<file path="config.mk">
export PLATFORM = sky130hd
export DESIGN_NAME = psw_core
export DESIGN_NICKNAME = d
export VERILOG_FILES = /design/src/rtl/psw_pkg.sv /design/src/rtl/irq_gate.sv /design/src/rtl/psw_next.sv /design/src/rtl/sp_bank.sv /design/src/rtl/psw_core.sv
export SDC_FILE = /design/constraint.sdc
export NUM_CORES = 1
export LEC_CHECK = 0
export BUFFER_PORTS_ARGS = -buffer_cell sky130_fd_sc_hd__buf_2
export CAP_MARGIN = 20
export CORE_ASPECT_RATIO = 0.9
export CORE_MARGIN = 2
export CORE_UTILIZATION = 30
export CTS_CLUSTER_DIAMETER = 50
export DETAILED_ROUTE_END_ITERATION = 6
export SYNTH_ARGS = -nofsm -noshare
export SYNTH_HDL_FRONTEND = slang
export SYNTH_SLANG_ARGS = --single-unit
export TNS_END_PERCENT = 20
</file>
<file path="constraint.sdc">
create_clock -name clk -period 2.6 [get_ports clk]
set_input_delay 0.26 -clock clk [delete_from_list [all_inputs] [get_ports clk]]
set_output_delay 0.26 -clock clk [all_outputs]
set_load 0.05 [all_outputs]
</file>
<file path="src/rtl/psw_pkg.sv">
package psw_pkg;
  localparam int PSW_W   = 16;
  localparam int BIT_C   = 0;
  localparam int BIT_D   = 1;
  localparam int BIT_Z   = 2;
  localparam int BIT_S   = 3;
  localparam int BIT_B   = 4;
  localparam int BIT_O   = 5;
  localparam int BIT_I   = 6;
  localparam int BIT_U   = 7;
  localparam int LVL_W   = 3;
  localparam int LVL_LSB = PSW_W - LVL_W;
  localparam logic [PSW_W-1:0] RSV_MASK = 16'h1F00;

  localparam int AW_C = 0;
  localparam int AW_Z = 1;
  localparam int AW_S = 2;
  localparam int AW_O = 3;

  typedef enum logic [2:0] {
    EV_NONE, EV_IRQ, EV_SWI, EV_RTI, EV_WR, EV_ALU
  } psw_event_e;

  function automatic logic [PSW_W-1:0] psw_clean(input logic [PSW_W-1:0] w);
    return w & ~RSV_MASK;
  endfunction
endpackage

</file>
<file path="src/rtl/irq_gate.sv">
module irq_gate #(
  parameter int LVL_W = 3
) (
  input  logic             req,
  input  logic [LVL_W-1:0] req_lvl,
  input  logic             ie,
  input  logic [LVL_W-1:0] cur_lvl,
  output logic             accept
);
  always_comb accept = req && ie && (req_lvl > cur_lvl);
endmodule

</file>
<file path="src/rtl/psw_next.sv">
module psw_next
  import psw_pkg::*;
#(
  parameter int DATA_W      = 16,
  parameter int SWI_W       = 6,
  parameter int SWI_U_LIMIT = 32
) (
  input  psw_event_e        ev,
  input  logic [PSW_W-1:0]  cur_psw,
  input  logic [PSW_W-1:0]  saved_psw,
  input  logic [LVL_W-1:0]  irq_lvl,
  input  logic [SWI_W-1:0]  swi_num,
  input  logic [PSW_W-1:0]  wdata,
  input  logic [3:0]        alu_we,
  input  logic [DATA_W-1:0] alu_result,
  input  logic              alu_carry,
  input  logic              alu_ovf,
  output logic [PSW_W-1:0]  nxt_psw,
  output logic              save_en
);
  logic swi_low;
  always_comb swi_low = (int'(swi_num) < SWI_U_LIMIT);

  always_comb begin
    nxt_psw = cur_psw;
    save_en = 1'b0;
    unique case (ev)
      EV_IRQ: begin
        save_en = 1'b1;
        nxt_psw[BIT_I] = 1'b0;
        nxt_psw[BIT_U] = 1'b0;
        nxt_psw[LVL_LSB +: LVL_W] = irq_lvl;
      end
      EV_SWI: begin
        save_en = 1'b1;
        if (swi_low) nxt_psw[BIT_U] = 1'b0;
      end
      EV_RTI: nxt_psw = saved_psw;
      EV_WR:  nxt_psw = psw_clean(wdata);
      EV_ALU: begin
        if (alu_we[AW_C]) nxt_psw[BIT_C] = alu_carry;
        if (alu_we[AW_Z]) nxt_psw[BIT_Z] = (alu_result == '0);
        if (alu_we[AW_S]) nxt_psw[BIT_S] = alu_result[DATA_W-1];
        if (alu_we[AW_O]) nxt_psw[BIT_O] = alu_ovf;
      end
      default: nxt_psw = cur_psw;
    endcase
    nxt_psw = psw_clean(nxt_psw);
  end
endmodule

</file>
<file path="src/rtl/sp_bank.sv">
module sp_bank #(
  parameter int SP_W = 16
) (
  input  logic            clk,
  input  logic            rst_n,
  input  logic            wr_en,
  input  logic            wr_usp,
  input  logic [SP_W-1:0] wr_data,
  input  logic            use_usp,
  output logic [SP_W-1:0] sp_o
);
  logic [SP_W-1:0] ptr_q [2];

  for (genvar g = 0; g < 2; g++) begin : g_ptr
    always_ff @(posedge clk or negedge rst_n) begin
      if (!rst_n) ptr_q[g] <= '0;
      else if (wr_en && (wr_usp == g[0])) ptr_q[g] <= wr_data;
    end
  end

  always_comb sp_o = use_usp ? ptr_q[1] : ptr_q[0];
endmodule

</file>
<file path="src/rtl/psw_core.sv">
module psw_core
  import psw_pkg::*;
#(
  parameter int DATA_W      = 16,
  parameter int SP_W        = 16,
  parameter int SWI_W       = 6,
  parameter int SWI_U_LIMIT = 32
) (
  input  logic              clk,
  input  logic              rst_n,
  input  logic [3:0]        alu_we,
  input  logic [DATA_W-1:0] alu_result,
  input  logic              alu_carry,
  input  logic              alu_ovf,
  input  logic              psw_wr,
  input  logic [15:0]       psw_wdata,
  input  logic              irq_req,
  input  logic [2:0]        irq_lvl,
  output logic              irq_ack,
  input  logic              swi_go,
  input  logic [SWI_W-1:0]  swi_num,
  input  logic              rti,
  input  logic              sp_wr,
  input  logic              sp_wr_usp,
  input  logic [SP_W-1:0]   sp_wdata,
  output logic [15:0]       psw_o,
  output logic              bank_sel,
  output logic [SP_W-1:0]   sp_active
);
  logic [PSW_W-1:0] psw_q, saved_q, psw_d;
  logic             save_en;
  psw_event_e       ev;

  irq_gate #(.LVL_W(LVL_W)) u_gate (
    .req     (irq_req),
    .req_lvl (irq_lvl),
    .ie      (psw_q[BIT_I]),
    .cur_lvl (psw_q[LVL_LSB +: LVL_W]),
    .accept  (irq_ack)
  );

  always_comb begin
    if (irq_ack)      ev = EV_IRQ;
    else if (swi_go)  ev = EV_SWI;
    else if (rti)     ev = EV_RTI;
    else if (psw_wr)  ev = EV_WR;
    else if (|alu_we) ev = EV_ALU;
    else              ev = EV_NONE;
  end

  psw_next #(.DATA_W(DATA_W), .SWI_W(SWI_W), .SWI_U_LIMIT(SWI_U_LIMIT)) u_next (
    .ev         (ev),
    .cur_psw    (psw_q),
    .saved_psw  (saved_q),
    .irq_lvl    (irq_lvl),
    .swi_num    (swi_num),
    .wdata      (psw_wdata),
    .alu_we     (alu_we),
    .alu_result (alu_result),
    .alu_carry  (alu_carry),
    .alu_ovf    (alu_ovf),
    .nxt_psw    (psw_d),
    .save_en    (save_en)
  );

  always_ff @(posedge clk or negedge rst_n) begin
    if (!rst_n) begin
      psw_q   <= '0;
      saved_q <= '0;
    end else begin
      psw_q <= psw_d;
      if (save_en) saved_q <= psw_q;
    end
  end

  sp_bank #(.SP_W(SP_W)) u_sp (
    .clk     (clk),
    .rst_n   (rst_n),
    .wr_en   (sp_wr),
    .wr_usp  (sp_wr_usp),
    .wr_data (sp_wdata),
    .use_usp (psw_q[BIT_U]),
    .sp_o    (sp_active)
  );

  always_comb begin
    psw_o    = psw_q;
    bank_sel = psw_q[BIT_B];
  end
endmodule

</file>
== Word-level counts from Yosys, hierarchy flattened ==
Cells that the tools add are included.
Storage, ports and cells
  input bits: 71
  output and inout port bits: 34
  word-level logic and storage cells: 59
  bits in registers: 54
Operators by class
  mux-type cells: 20
  bitwise logic cells: 1
  eq/ne operators: 10
  magnitude comparators: 2
  reductions and logical operators: 16
Operator list (count)
  16-bit logical NOT: 1
  16-bit 2-to-1 mux: 1
  3-bit 2-to-1 mux: 5
  2-bit AND reduction: 5
  1-bit one-hot mux with 3 select lines: 3
  3-bit one-hot mux with 3 select lines: 1
  2-bit inequality test (second input constant): 4
  3-bit by 2-bit equality test with 1-bit output (second input constant): 2
  3-bit equality test (second input constant): 2
  6-bit less-than comparator (second input constant): 1
  1-bit 2-to-1 mux: 6
  2-bit one-hot mux with 3 select lines: 1
  3-bit nonzero test: 2
  1-bit logical AND: 4
  1-bit one-hot mux with 2 select lines: 2
  1-bit one-hot mux with 4 select lines: 1
  4-bit nonzero test: 1
  4-bit OR reduction: 1
  3-bit by 1-bit equality test with 1-bit output (second input constant): 1
  3-bit greater-than comparator: 1
  2-bit by 1-bit inequality test with 1-bit output (second input constant): 1
  2-bit nonzero test: 1
  2-bit OR reduction: 1
  1-bit NOT: 1

== Depth between registers and ports, before layout ==
  depth after elaboration: 9
  mapped depth: 8
  mapped depth without buffers: 7

== Cells and area by module ==
From an unflattened synthesis, not the netlist that was laid out.
Unflattened totals
  cells, all modules: 242
  area, all modules: 3189.3 sq um
Modules (own cells, without submodules)
  sp_bank: area an instance 1446.4 sq um, cells an instance 87, instances 1
  psw_core: area an instance 1102.3 sq um, cells an instance 59, instances 1
  psw_next: area an instance 564.3 sq um, cells an instance 86, instances 1
  irq_gate: area an instance 76.3 sq um, cells an instance 10, instances 1

== Worst setup path before layout ==
OpenSTA, ideal clock, no wires.
  path kind: flip-flop to flip-flop
  from: register psw_q[14], in the netlist psw_o[14]
  to: register saved_q[13]
  data required time: 2.475 ns
  buffers on the path: 1
  arrival: 2.135 ns
  path slack: 0.340 ns
  cell stages (with the launch flop): 8
  clock period less this slack: 2.260 ns
  cell sequence: dfrtp_1 -> inv_1 -> ha_1 -> nor2b_1 -> o311a_4 -> a31oi_4 -> buf_6 -> mux2_2
On the way
  longest elaborated chain between the ends: 6
RTL lines
  start, declared: RTL line psw_core.sv:30  | logic [PSW_W-1:0] psw_q, saved_q, psw_d;
  start signal, assigned: RTL line psw_core.sv:71  | psw_q <= psw_d;
  3-bit greater-than comparator *: RTL line irq_gate.sv:10  | always_comb accept = req && ie && (req_lvl > cur_lvl);
  1-bit logical AND *: RTL line irq_gate.sv:10
  3-bit 2-to-1 mux *: RTL line psw_core.sv:43  | if (irq_ack) ev = EV_IRQ;
  3-bit by 2-bit equality test with 1-bit output / 3-bit by 1-bit equality test with 1-bit output (equally long branches): RTL line psw_next.sv:27  | unique case (ev)
  2-bit OR reduction (no source line) *
  1-bit 2-to-1 mux *: RTL line psw_next.sv:27
  end signal, assigned: RTL line psw_core.sv:72  | if (save_en) saved_q <= psw_q;
  end, declared: RTL line psw_core.sv:30
Mark *: on every way between the ends. The rest lies on a longest branch, timed or not.
A chain may end at the register's enable or synchronous reset.

== Worst setup path in the final report ==
  from: register psw_q[14], in the netlist psw_o[14]
  to: register psw_q[4], in the netlist psw_o[4]
On the way
  longest elaborated chain between the ends: 5
RTL lines (RTL line)
  3-bit greater-than comparator *: irq_gate.sv:10
  1-bit logical AND *: irq_gate.sv:10
  3-bit 2-to-1 mux *: psw_core.sv:43
  3-bit equality test / 3-bit by 2-bit equality test with 1-bit output (equally long branches): psw_next.sv:27
  1-bit one-hot mux with 2 select lines / 2-bit nonzero test (equally long branches)
Marked as above.

==> impl_metrics.ini <==
[placed_design]
routabilityCongestion = 0.807
detailed_place_hpwl_mm = 4.49
postPlaceCellArea_um2 = 3260
port_buffers = 89

[floorplan]
die-area_um2 = 9810
die_x_um = 104
pin_count = 105
start_util_pct = 31.2
core_um2 = 8690
die_h_um = 94.2
fp-row-count = 32

[sta]
max_freq_ghz = 0.458
finalCritPeriodShare_pct = 83.9
clock_skew_ns = 0.00914
setup_viol = 0
worst_slew_pin_slew_ns = 0.928
final_max_slew_viol_count = 0
hold_viol_final = 0
tns_ns = 0
min_period_ns = 2.18
slew_headroom_pct = 38.1
rsz0062_at_grt = false

[final_layout]
layout-drive-gt1-share_pct = 51.4
layout.area.seq_um2 = 1350
finish.instance_area_um2 = 3350
num_antenna_cells = 0
multiInputGateArea_um2 = 1230
final_nets = 392
area_growth_pct = 23.6
nFillCells = 868

[clock_tree]
clock-sinks = 54
cts_hold_buf = 0
clk_pin_slew_ns = 0.11
root_buffer = clkbuf_8
clk_latency_ns = 0.30
clk_path_buf_depth = 2
cts_made_buffers = 5
cts_tree = yes
cts.htree.levels = 2
cts_resized = 0
postCtsSetupBuffers = 0

[drt]
ant_nets = 0
drt-wirelength-per-cell_um = 13.9
dr.pass1.iters = 4
wl_mm = 6.09
drc_errors = 0
vias_per_cell = 4.66
vias = 2039
first_iter_violations = 41

[grt]
grt_overflow = 0
met1_usage_pct = 16.2
grt_pass1_wl_mm = 10.1
grt_pass1_vias = 2073
antenna_found_initial = 0
top_usage_layer = met2
grt_util_met2_pct = 21.4
grt.total_usage_pct = 12.8
grt_max_degree = 41
gr-usage-met3_pct = 4.44

[yosys]
async_reset_ff_share_pct = 100
synth_top_flop_cell = dfrtp_1
ys_types = 38
synth-warning-count = 0
synth_cells = 230
synth.avg_cell_area_um2 = 11.8
synth_area_um2 = 2710
seq_area_frac_synth_pct = 49.9
synth-edff-count = 0
ys_ff_latch = 54

[worst_setup_path]
critPathMaxStageDelay_ns = 0.47
critPathArrivalTime_ns = 2.39
worst-path-buf-inv = 1
critPathSlowestCell = a31oi_4
critical_path.cell_chain = inv_1 > ha_1 > nor2b_1 > o311a_4 > a31oi_4 > nand2_1 > o221a_2
startpoint_type = flop
required_ns = 2.80
critical_path.top_delay_family = compound AO/OA/AOI/OAI gates
end_kind = flop
worst-setup-path-type = reg2reg
worstPathMaxFanout = 18

[flow_run]
drv_cap = 0

[outcome]
outcome = finished clean

[power]
power_per_cell_area_nw_per_um2 = 873
p_leak_nw = 1.53
max-vdd-ir-drop_mv = 0.338

[min_path]
min_path_type = in2async
flip-flops by register name, indices dropped and copies added, names as in the netlist:
register,cells
u_sp.ptr_q,32
psw_o,11
saved_q,11
placed cells by master (no fill, tap or decap), types with 4 or more instances in the layout:
cell type and n:
mux2_2 54, mux2i_1 4, o211ai_1 4, buf_2 89, nand2_1 11, o21ai_0 10
buf_4 7, nor2b_1 8, a21oi_1 8, nor2_1 13, dfrtp_1 54, conb_1 5
inv_1 7, clkbuf_8 5
per-layer routing:
metal / wire (um) / up-vias
li1: - / 991
met1: 2830 / 979
met2: 2770 / 63
met3: 453 / 6
met4: 36 / 0
met5: 0 / -
power by group:
part,switching (mW),internal (mW)
Sequential,0.132,1.06
Clock,0.299,0.194
Combinational,0.821,0.423
per-stage QoR:
step                      power [mW]  hold slack [ns]  std cells  utilization, %  worst slack, ns
after global placement          2.44            0.442        430            37.5            0.451
after CTS                       2.97            0.100        438            38.6            0.402
after global routing            3.12            0.134        438            38.6            0.297
after detailed placement        2.46            0.459        430            37.5            0.437
final                           2.92           0.0734        438            38.6            0.417
after floorplan                 2.17          -0.0356        234               -            0.340
Yosys cell counts (all sizes together) (4+ instances only):
| cell type | instances | area (um2) |
|---|---|---|
| a21oi | 8 | 40.0 |
| buf | 14 | 95.1 |
| clkbuf | 5 | 18.8 |
| dfrtp | 54 | 1350 |
| inv | 7 | 26.3 |
| mux2 | 54 | 608 |
| mux2i | 4 | 40.0 |
| nand2 | 11 | 41.3 |
| nor2 | 13 | 48.8 |
| nor2b | 8 | 50.1 |
| o211ai | 4 | 30.0 |
| o21ai | 13 | 65.1 |
worst paths after layout:
check | from | end | slack [ns] | cells after the start
worst min-delay path | rst_n | u_sp.ptr_q[13] | 0.07 | 1
worst min register to register | saved_q[3] | saved_q[3] | 0.49 | 2
worst max-delay path | psw_o[14] | psw_o[4] | 0.42 | 7
max in group asynchronous | rst_n | psw_o[13] | 1.78 | 2
min in group clk | irq_lvl[1] | psw_o[14] | 0.18 | 2
worst max register to register | psw_o[14] | psw_o[4] | 0.42 | 7
logic make-up after synthesis:
group,count (synthesis),synth area share [%]
AO/OA/AOI/OAI,39,10.5
adder cells (fa/ha/maj),3,1.39
buffers and inverters,26,5.17
flip-flops,54,49.9
multiplexers,58,23.9
other,1,0.138
AND/OR/NAND/NOR,49,9.05
cell type report:
| cell class | count | area share, % |
|---|---|---|
| clock buffers | 5 | 2.05 |
| clock inverters | 3 | 0.709 |
| inverters | 7 | 0.784 |
| multi-input cells | 154 | 36.8 |
| flip-flops and latches | 54 | 40.3 |
| well taps | 119 | 4.44 |
| repair buffers | 96 | 14.9 |
Note: power is estimated with default switching activity, not from simulation.
